**src/rtl/exc_pkg.sv**
```systemverilog
package exc_pkg;

  localparam int PSR_W  = 11;
  localparam int NREQ   = 7;
  localparam int IDX_W  = $clog2(NREQ);
  localparam int NBANK  = 5;
  localparam int BANK_W = $clog2(NBANK);

  typedef logic [IDX_W-1:0] xidx_t;

  localparam logic [4:0] M_USR = 5'b10000;
  localparam logic [4:0] M_FIQ = 5'b10001;
  localparam logic [4:0] M_IRQ = 5'b10010;
  localparam logic [4:0] M_SVC = 5'b10011;
  localparam logic [4:0] M_ABT = 5'b10111;
  localparam logic [4:0] M_UND = 5'b11011;
  localparam logic [4:0] M_SYS = 5'b11111;

  // request index order doubles as priority order (lowest wins)
  localparam xidx_t X_RST  = 3'd0;
  localparam xidx_t X_DABT = 3'd1;
  localparam xidx_t X_FIQ  = 3'd2;
  localparam xidx_t X_IRQ  = 3'd3;
  localparam xidx_t X_PABT = 3'd4;
  localparam xidx_t X_UND  = 3'd5;
  localparam xidx_t X_SWI  = 3'd6;

  typedef struct packed {
    logic [3:0] flags;
    logic       irq_m;
    logic       fiq_m;
    logic [4:0] mode;
  } psr_t;

  localparam psr_t PSR_RST = '{flags: 4'h0, irq_m: 1'b1, fiq_m: 1'b1, mode: M_SVC};

  typedef struct packed {
    logic              vld;
    logic [BANK_W-1:0] idx;
  } bank_sel_t;

  function automatic bank_sel_t bank_of(input logic [4:0] m);
    bank_sel_t s;
    s.vld = 1'b1;
    case (m)
      M_FIQ:   s.idx = BANK_W'(0);
      M_IRQ:   s.idx = BANK_W'(1);
      M_SVC:   s.idx = BANK_W'(2);
      M_ABT:   s.idx = BANK_W'(3);
      M_UND:   s.idx = BANK_W'(4);
      default: begin s.vld = 1'b0; s.idx = '0; end
    endcase
    return s;
  endfunction

  function automatic logic [4:0] handler_mode(input xidx_t x);
    case (x)
      X_DABT, X_PABT: return M_ABT;
      X_FIQ:          return M_FIQ;
      X_IRQ:          return M_IRQ;
      X_UND:          return M_UND;
      default:        return M_SVC;
    endcase
  endfunction

  function automatic logic [7:0] vec_off(input xidx_t x);
    case (x)
      X_DABT:  return 8'h10;
      X_FIQ:   return 8'h1C;
      X_IRQ:   return 8'h18;
      X_PABT:  return 8'h0C;
      X_UND:   return 8'h04;
      X_SWI:   return 8'h08;
      default: return 8'h00;
    endcase
  endfunction

  function automatic logic [3:0] lr_adj(input xidx_t x);
    case (x)
      X_RST:   return 4'd0;
      X_DABT:  return 4'd8;
      default: return 4'd4;
    endcase
  endfunction

  function automatic logic masks_fiq(input xidx_t x);
    return (x == X_RST) || (x == X_FIQ);
  endfunction

endpackage

```
**src/rtl/exc_arbiter.sv**
```systemverilog
module exc_arbiter
  import exc_pkg::*;
#(
  parameter int N  = NREQ,
  localparam int IW = $clog2(N)
) (
  input  logic [N-1:0]  req,
  input  logic          irq_m,
  input  logic          fiq_m,
  output logic          gnt_vld,
  output logic [IW-1:0] gnt_idx
);

  logic [N-1:0] elig;

  for (genvar i = 0; i < N; i++) begin : g_elig
    if (i == int'(X_FIQ)) begin : g_fiq
      assign elig[i] = req[i] & ~fiq_m;
    end else if (i == int'(X_IRQ)) begin : g_irq
      assign elig[i] = req[i] & ~irq_m;
    end else begin : g_plain
      assign elig[i] = req[i];
    end
  end

  always_comb begin
    gnt_vld = |elig;
    gnt_idx = '0;
    for (int i = N - 1; i >= 0; i--) begin
      if (elig[i]) gnt_idx = IW'(i);
    end
  end

endmodule

```
**src/rtl/exc_bank_file.sv**
```systemverilog
module exc_bank_file
  import exc_pkg::*;
#(
  parameter int AW = 32,
  parameter int NB = NBANK,
  localparam int SW = $clog2(NB)
) (
  input  logic          clk,
  input  logic          rst_n,
  input  logic          we,
  input  logic [SW-1:0] wsel,
  input  logic [AW-1:0] lr_d,
  input  psr_t          spsr_d,
  input  logic          rvld,
  input  logic [SW-1:0] rsel,
  output logic [AW-1:0] lr_q,
  output psr_t          spsr_q
);

  logic [NB-1:0][AW-1:0]    lr_all;
  logic [NB-1:0][PSR_W-1:0] sp_all;

  for (genvar b = 0; b < NB; b++) begin : g_bank
    logic          en;
    logic [AW-1:0] lr_r;
    psr_t          sp_r;

    assign en = we && (wsel == SW'(b));

    always_ff @(posedge clk or negedge rst_n) begin
      if (!rst_n) begin
        lr_r <= '0;
        sp_r <= '0;
      end else if (en) begin
        lr_r <= lr_d;
        sp_r <= spsr_d;
      end
    end

    assign lr_all[b] = lr_r;
    assign sp_all[b] = sp_r;
  end

  always_comb begin
    lr_q   = '0;
    spsr_q = '0;
    for (int b = 0; b < NB; b++) begin
      if (rvld && (rsel == SW'(b))) begin
        lr_q   = lr_all[b];
        spsr_q = sp_all[b];
      end
    end
  end

endmodule

```
**src/rtl/exc_psr_unit.sv**
```systemverilog
module exc_psr_unit
  import exc_pkg::*;
(
  input  logic       clk,
  input  logic       rst_n,
  input  logic       take,
  input  logic [4:0] take_mode,
  input  logic       take_mfiq,
  input  logic       ret_ok,
  input  psr_t       ret_psr,
  input  logic       wr_en,
  input  psr_t       wr_psr,
  output psr_t       psr_q
);

  psr_t psr_d;
  logic psr_en;

  always_comb begin
    psr_d  = psr_q;
    psr_en = take | ret_ok | wr_en;
    if (take) begin
      psr_d.mode  = take_mode;
      psr_d.irq_m = 1'b1;
      if (take_mfiq) psr_d.fiq_m = 1'b1;
    end else if (ret_ok) begin
      psr_d = ret_psr;
    end else if (wr_en) begin
      if (psr_q.mode == M_USR) psr_d.flags = wr_psr.flags;
      else                     psr_d       = wr_psr;
    end
  end

  always_ff @(posedge clk or negedge rst_n) begin
    if (!rst_n)      psr_q <= PSR_RST;
    else if (psr_en) psr_q <= psr_d;
  end

endmodule

```
**src/rtl/exc_ctrl.sv**
```systemverilog
module exc_ctrl
  import exc_pkg::*;
#(
  parameter int            AW       = 32,
  parameter logic [AW-1:0] VEC_BASE = '0
) (
  input  logic             clk,
  input  logic             rst_n,
  input  logic [NREQ-1:0]  req_i,
  input  logic [AW-1:0]    pc_i,
  input  logic             ret_dp_i,
  input  logic             ret_ldm_i,
  input  logic [AW-1:0]    ret_val_i,
  input  logic             psr_we_i,
  input  logic [PSR_W-1:0] psr_wd_i,
  output logic [AW-1:0]    pc_nxt_o,
  output logic             redir_o,
  output logic [PSR_W-1:0] psr_o,
  output logic [AW-1:0]    lr_o,
  output logic [PSR_W-1:0] spsr_o,
  output logic             err_o
);

  // reset: asserted asynchronously, released on the second edge
  logic [1:0] rst_sh;
  logic       rst_sync_n;

  always_ff @(posedge clk or negedge rst_n) begin
    if (!rst_n) rst_sh <= 2'b00;
    else        rst_sh <= {rst_sh[0], 1'b1};
  end
  assign rst_sync_n = rst_sh[1];

  psr_t      psr_q;
  psr_t      spsr_cur;
  bank_sel_t cur_b;
  bank_sel_t new_b;
  logic      take;
  xidx_t     gidx;
  logic [4:0] new_mode;
  logic      bank_we;
  logic [AW-1:0] lr_d;
  logic      ret_req, ret_ok, ret_bad, wr_en;
  logic      pc_en;
  logic [AW-1:0] pc_d;
  logic [AW-1:0] pc_q;
  logic      redir_q, err_q;

  exc_arbiter #(.N(NREQ)) u_arb (
    .req     (req_i),
    .irq_m   (psr_q.irq_m),
    .fiq_m   (psr_q.fiq_m),
    .gnt_vld (take),
    .gnt_idx (gidx)
  );

  always_comb begin
    cur_b    = bank_of(psr_q.mode);
    new_mode = handler_mode(gidx);
    new_b    = bank_of(new_mode);
    bank_we  = take && (gidx != X_RST) && new_b.vld;
    lr_d     = pc_i + AW'(lr_adj(gidx));
    ret_req  = ret_dp_i | ret_ldm_i;
    ret_ok   = !take && ret_req && cur_b.vld;
    ret_bad  = !take && ret_req && !cur_b.vld;
    wr_en    = psr_we_i && !take && !ret_req;
    pc_en    = take | ret_ok;
    pc_d     = take ? (VEC_BASE + AW'(vec_off(gidx))) : ret_val_i;
  end

  exc_bank_file #(.AW(AW), .NB(NBANK)) u_banks (
    .clk    (clk),
    .rst_n  (rst_sync_n),
    .we     (bank_we),
    .wsel   (new_b.idx),
    .lr_d   (lr_d),
    .spsr_d (psr_q),
    .rvld   (cur_b.vld),
    .rsel   (cur_b.idx),
    .lr_q   (lr_o),
    .spsr_q (spsr_cur)
  );

  exc_psr_unit u_psr (
    .clk       (clk),
    .rst_n     (rst_sync_n),
    .take      (take),
    .take_mode (new_mode),
    .take_mfiq (masks_fiq(gidx)),
    .ret_ok    (ret_ok),
    .ret_psr   (spsr_cur),
    .wr_en     (wr_en),
    .wr_psr    (psr_t'(psr_wd_i)),
    .psr_q     (psr_q)
  );

  always_ff @(posedge clk or negedge rst_sync_n) begin
    if (!rst_sync_n) begin
      redir_q <= 1'b0;
      err_q   <= 1'b0;
    end else begin
      redir_q <= pc_en;
      err_q   <= ret_bad;
    end
  end

  always_ff @(posedge clk or negedge rst_sync_n) begin
    if (!rst_sync_n)  pc_q <= '0;
    else if (pc_en)   pc_q <= pc_d;
  end

  assign pc_nxt_o = pc_q;
  assign redir_o  = redir_q;
  assign err_o    = err_q;
  assign psr_o    = psr_q;
  assign spsr_o   = spsr_cur;

endmodule

```
**config.mk**
```make
export PLATFORM = sky130hd
export DESIGN_NAME = exc_ctrl
export DESIGN_NICKNAME = d
export VERILOG_FILES = /design/src/rtl/exc_pkg.sv /design/src/rtl/exc_arbiter.sv /design/src/rtl/exc_bank_file.sv /design/src/rtl/exc_psr_unit.sv /design/src/rtl/exc_ctrl.sv
export SDC_FILE = /design/constraint.sdc
export NUM_CORES = 1
export LEC_CHECK = 0
export ABC_AREA = 1
export BUFFER_PORTS_ARGS = -buffer_cell sky130_fd_sc_hd__buf_2
export CAP_MARGIN = 20
export CORE_MARGIN = 1
export CORE_UTILIZATION = 50
export CTS_BUF_LIST = sky130_fd_sc_hd__clkbuf_16
export CTS_CLUSTER_SIZE = 14
export DETAILED_ROUTE_END_ITERATION = 10
export GPL_TIMING_DRIVEN = 0
export HOLD_SLACK_MARGIN = 0.15
export PLACE_DENSITY = 0.71
export SETUP_SLACK_MARGIN = 0.3
export SLEW_MARGIN = 25
export SYNTH_ARGS = -nofsm -noshare
export SYNTH_HDL_FRONTEND = slang
export SYNTH_HIERARCHICAL = 1
export SYNTH_SLANG_ARGS = --single-unit
export TNS_END_PERCENT = 5
```
**constraint.sdc**
```tcl
create_clock -name clk -period 10.7 [get_ports clk]
set_input_delay 0.535 -clock clk [delete_from_list [all_inputs] [get_ports clk]]
set_output_delay 0.535 -clock clk [all_outputs]
set_load 0.005 [all_outputs]
```
==> results_dict.tcl <==
set metrics [dict create \
    yosys_register_bits 262 \
    synth_common_cells "nand2_1 (545), dfrtp_1 (257), o21ai_1 (207), nand3_1 (179), inv_1 (119)" \
    htree_levels 1 \
    rsz0062_at_grt "no" \
    post-cts-setup-buffers 0 \
    min_to "pc_nxt_o[0]" \
    start_kind "register" \
    max-cap-violations 0 \
    peakVddDrop_uv 142.9 \
    grt_max_degree 54 \
    hold_viol_final 0 \
    core-area_um2 25330 \
    min_path_cells 3 \
    rows 58 \
    drt-total-wl_mm 38.22 \
    avgSynthCellArea_um2 7.872 \
    grt_pass1_wl_mm 60.98 \
    drtIter0Drc 1160 \
    gp_congestion 0.8891 \
    vias 12150 \
    cp.required_ns 10.17 \
    synth_area_leaders "dfrtp_1 (50%), nand2_1 (16%), o21ai_1 (8.0%)" \
    finalPower_mw 2.919 \
    synth.most_common_cell "nand2_1" \
    hp-start "ret_val_i[0]" \
    fmax_ghz 0.2680 \
    synth_cell_types 39 \
    drc_errors 0 \
    grt_pass1_vias 11600 \
    fin_crit_sh_pct 34.88 \
    final_nets 1951 \
    synth.top_cell.area_share_pct 49.51 \
    synth_area_um2 12990 \
    diodes 0 \
    drt_pass1_iterations 7 \
    slew_violations 0 \
    drive_gt1_share_pct 17.29 \
    synthToLayoutAreaGrowth_pct 17.88 \
    die_y_um 163.2 \
    slew_headroom_pct 49.77 \
    cts.sinks 262 \
    cts_tree "built" \
    die-area_um2 26630 \
    reg2reg_depth 14 \
    antenna_found_initial 0 \
    hp-class "in -> reg" \
    cts_made_buffers 28 \
    cp_slowest_stage_delay_ns 0.63 \
    final_cells 2210 \
    r2r_slack_ns 7.49 \
    overflow 0 \
    root_buffer "clkbuf_16" \
    cts.path.max_buffers 3 \
    slowest_stage "dfstp_2" \
    port_buffers 174 \
    grt_usage_pct 29.09 \
    wl_per_cell_um 17.30 \
    crit_chain "nand4_1 > inv_1 > a32o_1 > buf_4 > inv_2 > nor2_4 > buf_2 > nand3_1 > nand2_1 > nor2_1 > nand3_1 > buf_2" \
    syn_inst 1650 \
    ys.flop_type "dfrtp_1" \
    cellPowerDensity_nw_per_um2 190.6 \
    timing.rr.end "u_banks/g_bank[0].lr_r[8]" \
    start_util_pct 51.28 \
    yosys_warnings 6 \
    clkTransAtPathRegs_ns 0.06 \
    io_pins 175 \
    viasPerCell 5.496 \
    dp_hpwl_mm 27.17 \
    fin_crit_ns 3.732 \
    cp-end-kind "output port" \
    finClkSkew_ns 0.007261 \
    reg2reg_from "u_psr/psr_q[5]" \
    synth_top_area_cell "dfrtp_1" \
    outcome "complete, no violations" \
    critPathArrivalTime_ns 3.20 \
    placed_cells 2160 \
    crit_fanout 10 \
    insertion_delay_ns 0.54 \
    seq_area_frac_synth_pct 50.52 \
    criticalPathCategory "reg -> out" \
    p_leak_nw 8.022 \
    worst_slew_pin_slew_ns 0.7534 \
    die_x_um 163.2 \
    setup_viol 0 \
    synth-edff-count 0 \
    async_flop_share_pct 100.0 \
    antenna_left 0 \
]
[cells by family after synthesis]
group                      synth area share [%]
buffers and inverters                     8.044
AOI/OAI and AO/OA                         9.325
DFF                                       50.53
xor gates and xnor gates                  1.079
adders and majority gates                0.3468
other                                   0.02887
and+or+nand+nor                           30.65
[per-stage QoR]
step                      setup slack [ns]  hold WS (ns)  util [%]  instance area [µm²]  setup TNS [ns]
after floorplan                      2.867        0.2394         -                12990               0
final                                6.968        0.1918     60.45                15310               0
after global placement             -0.1573        0.3202     56.37                14280          -33.31
after CTS                            7.003        0.1655     60.45                15310               0
after detailed placement             7.328        0.3089     56.90                14410               0
after global routing                 6.854        0.1795     60.45                15310               0
[area by class of cell]
| class | count | area (µm²) |
|---|---|---|
| clock buffer | 29 | 725.7 |
| multi-input combinational | 1173 | 5385 |
| inverter | 124 | 467.9 |
| buffer | 92 | 576.8 |
| tap | 330 | 412.9 |
| sequential | 262 | 6566 |
| clock inverter | 20 | 165.2 |
| fill | 2348 | 10020 |
| timing repair buffer | 180 | 1011 |
[critical path: cells and delay by family (launching register included)]
family / cells / cell delay, ns
flops: 1 / 0.63
simple gates: 6 / 0.77
compound gates: 1 / 0.18
buf+inv: 5 / 1.05
[sequential cells by signal, indices dropped and copies added, names as in the netlist]
name	cells
u_psr/psr_q	11
err_o	1
u_banks/g_bank.lr_r	160
rst_sh	2
pc_nxt_o	32
redir_o	1
u_banks/g_bank.sp_r	55
[placed cells by master, fill, tap and decap left out, types with 25 or more instances in the layout]
cell       synthesis  routed
inv_1            119     123
nand3_1          179     179
nor2_1            97      97
clkbuf_16          0      29
nor3_1            47      47
dfrtp_1          257     256
buf_2             35     209
clkbuf_1          25      25
nand2_1          545     545
o21ai_1          207     207
[worst max-delay path by stage]
stage | end | depth (start not counted) | slack (ns) | from
final | lr_o[14] | 12 | 6.97 | u_psr/psr_q[1]
after global routing | spsr_o[2] | 12 | 6.85 | u_psr/psr_q[1]
after CTS | lr_o[14] | 12 | 7.00 | u_psr/psr_q[1]
after detailed placement | u_banks/g_bank[3].lr_r[12] | 14 | 7.33 | req_i[4]
after global placement | u_banks/g_bank[4].lr_r[6] | 0 | -0.16 | rst_sh[1]
after floorplan | err_o | 0 | 2.87 | rst_sh[1]
[report_power, final]
group	internal [mW]	switching, mW	leakage, nW
clock network	0.557	0.392	0.456
registers	1.23	0.133	3.42
logic	0.234	0.371	4.15
[metal layers]
metal / up-vias / track usage [%] / part of all wire (%)
met5: - / 0 / 0
met4: 0 / 10.49 / 3.1
met3: 81 / 4.444 / 7.1
met2: 472 / 46.53 / 47
met1: 5845 / 40.05 / 43
li1: 5748 / - / -
[what timing repair did]
action	CTS	global route
endpoints found under the setup margin	0	0
hold buffers	1	0
resized for setup	0	0
hold endpoints to repair	2	0
Power figures use the tool's default switching activity.
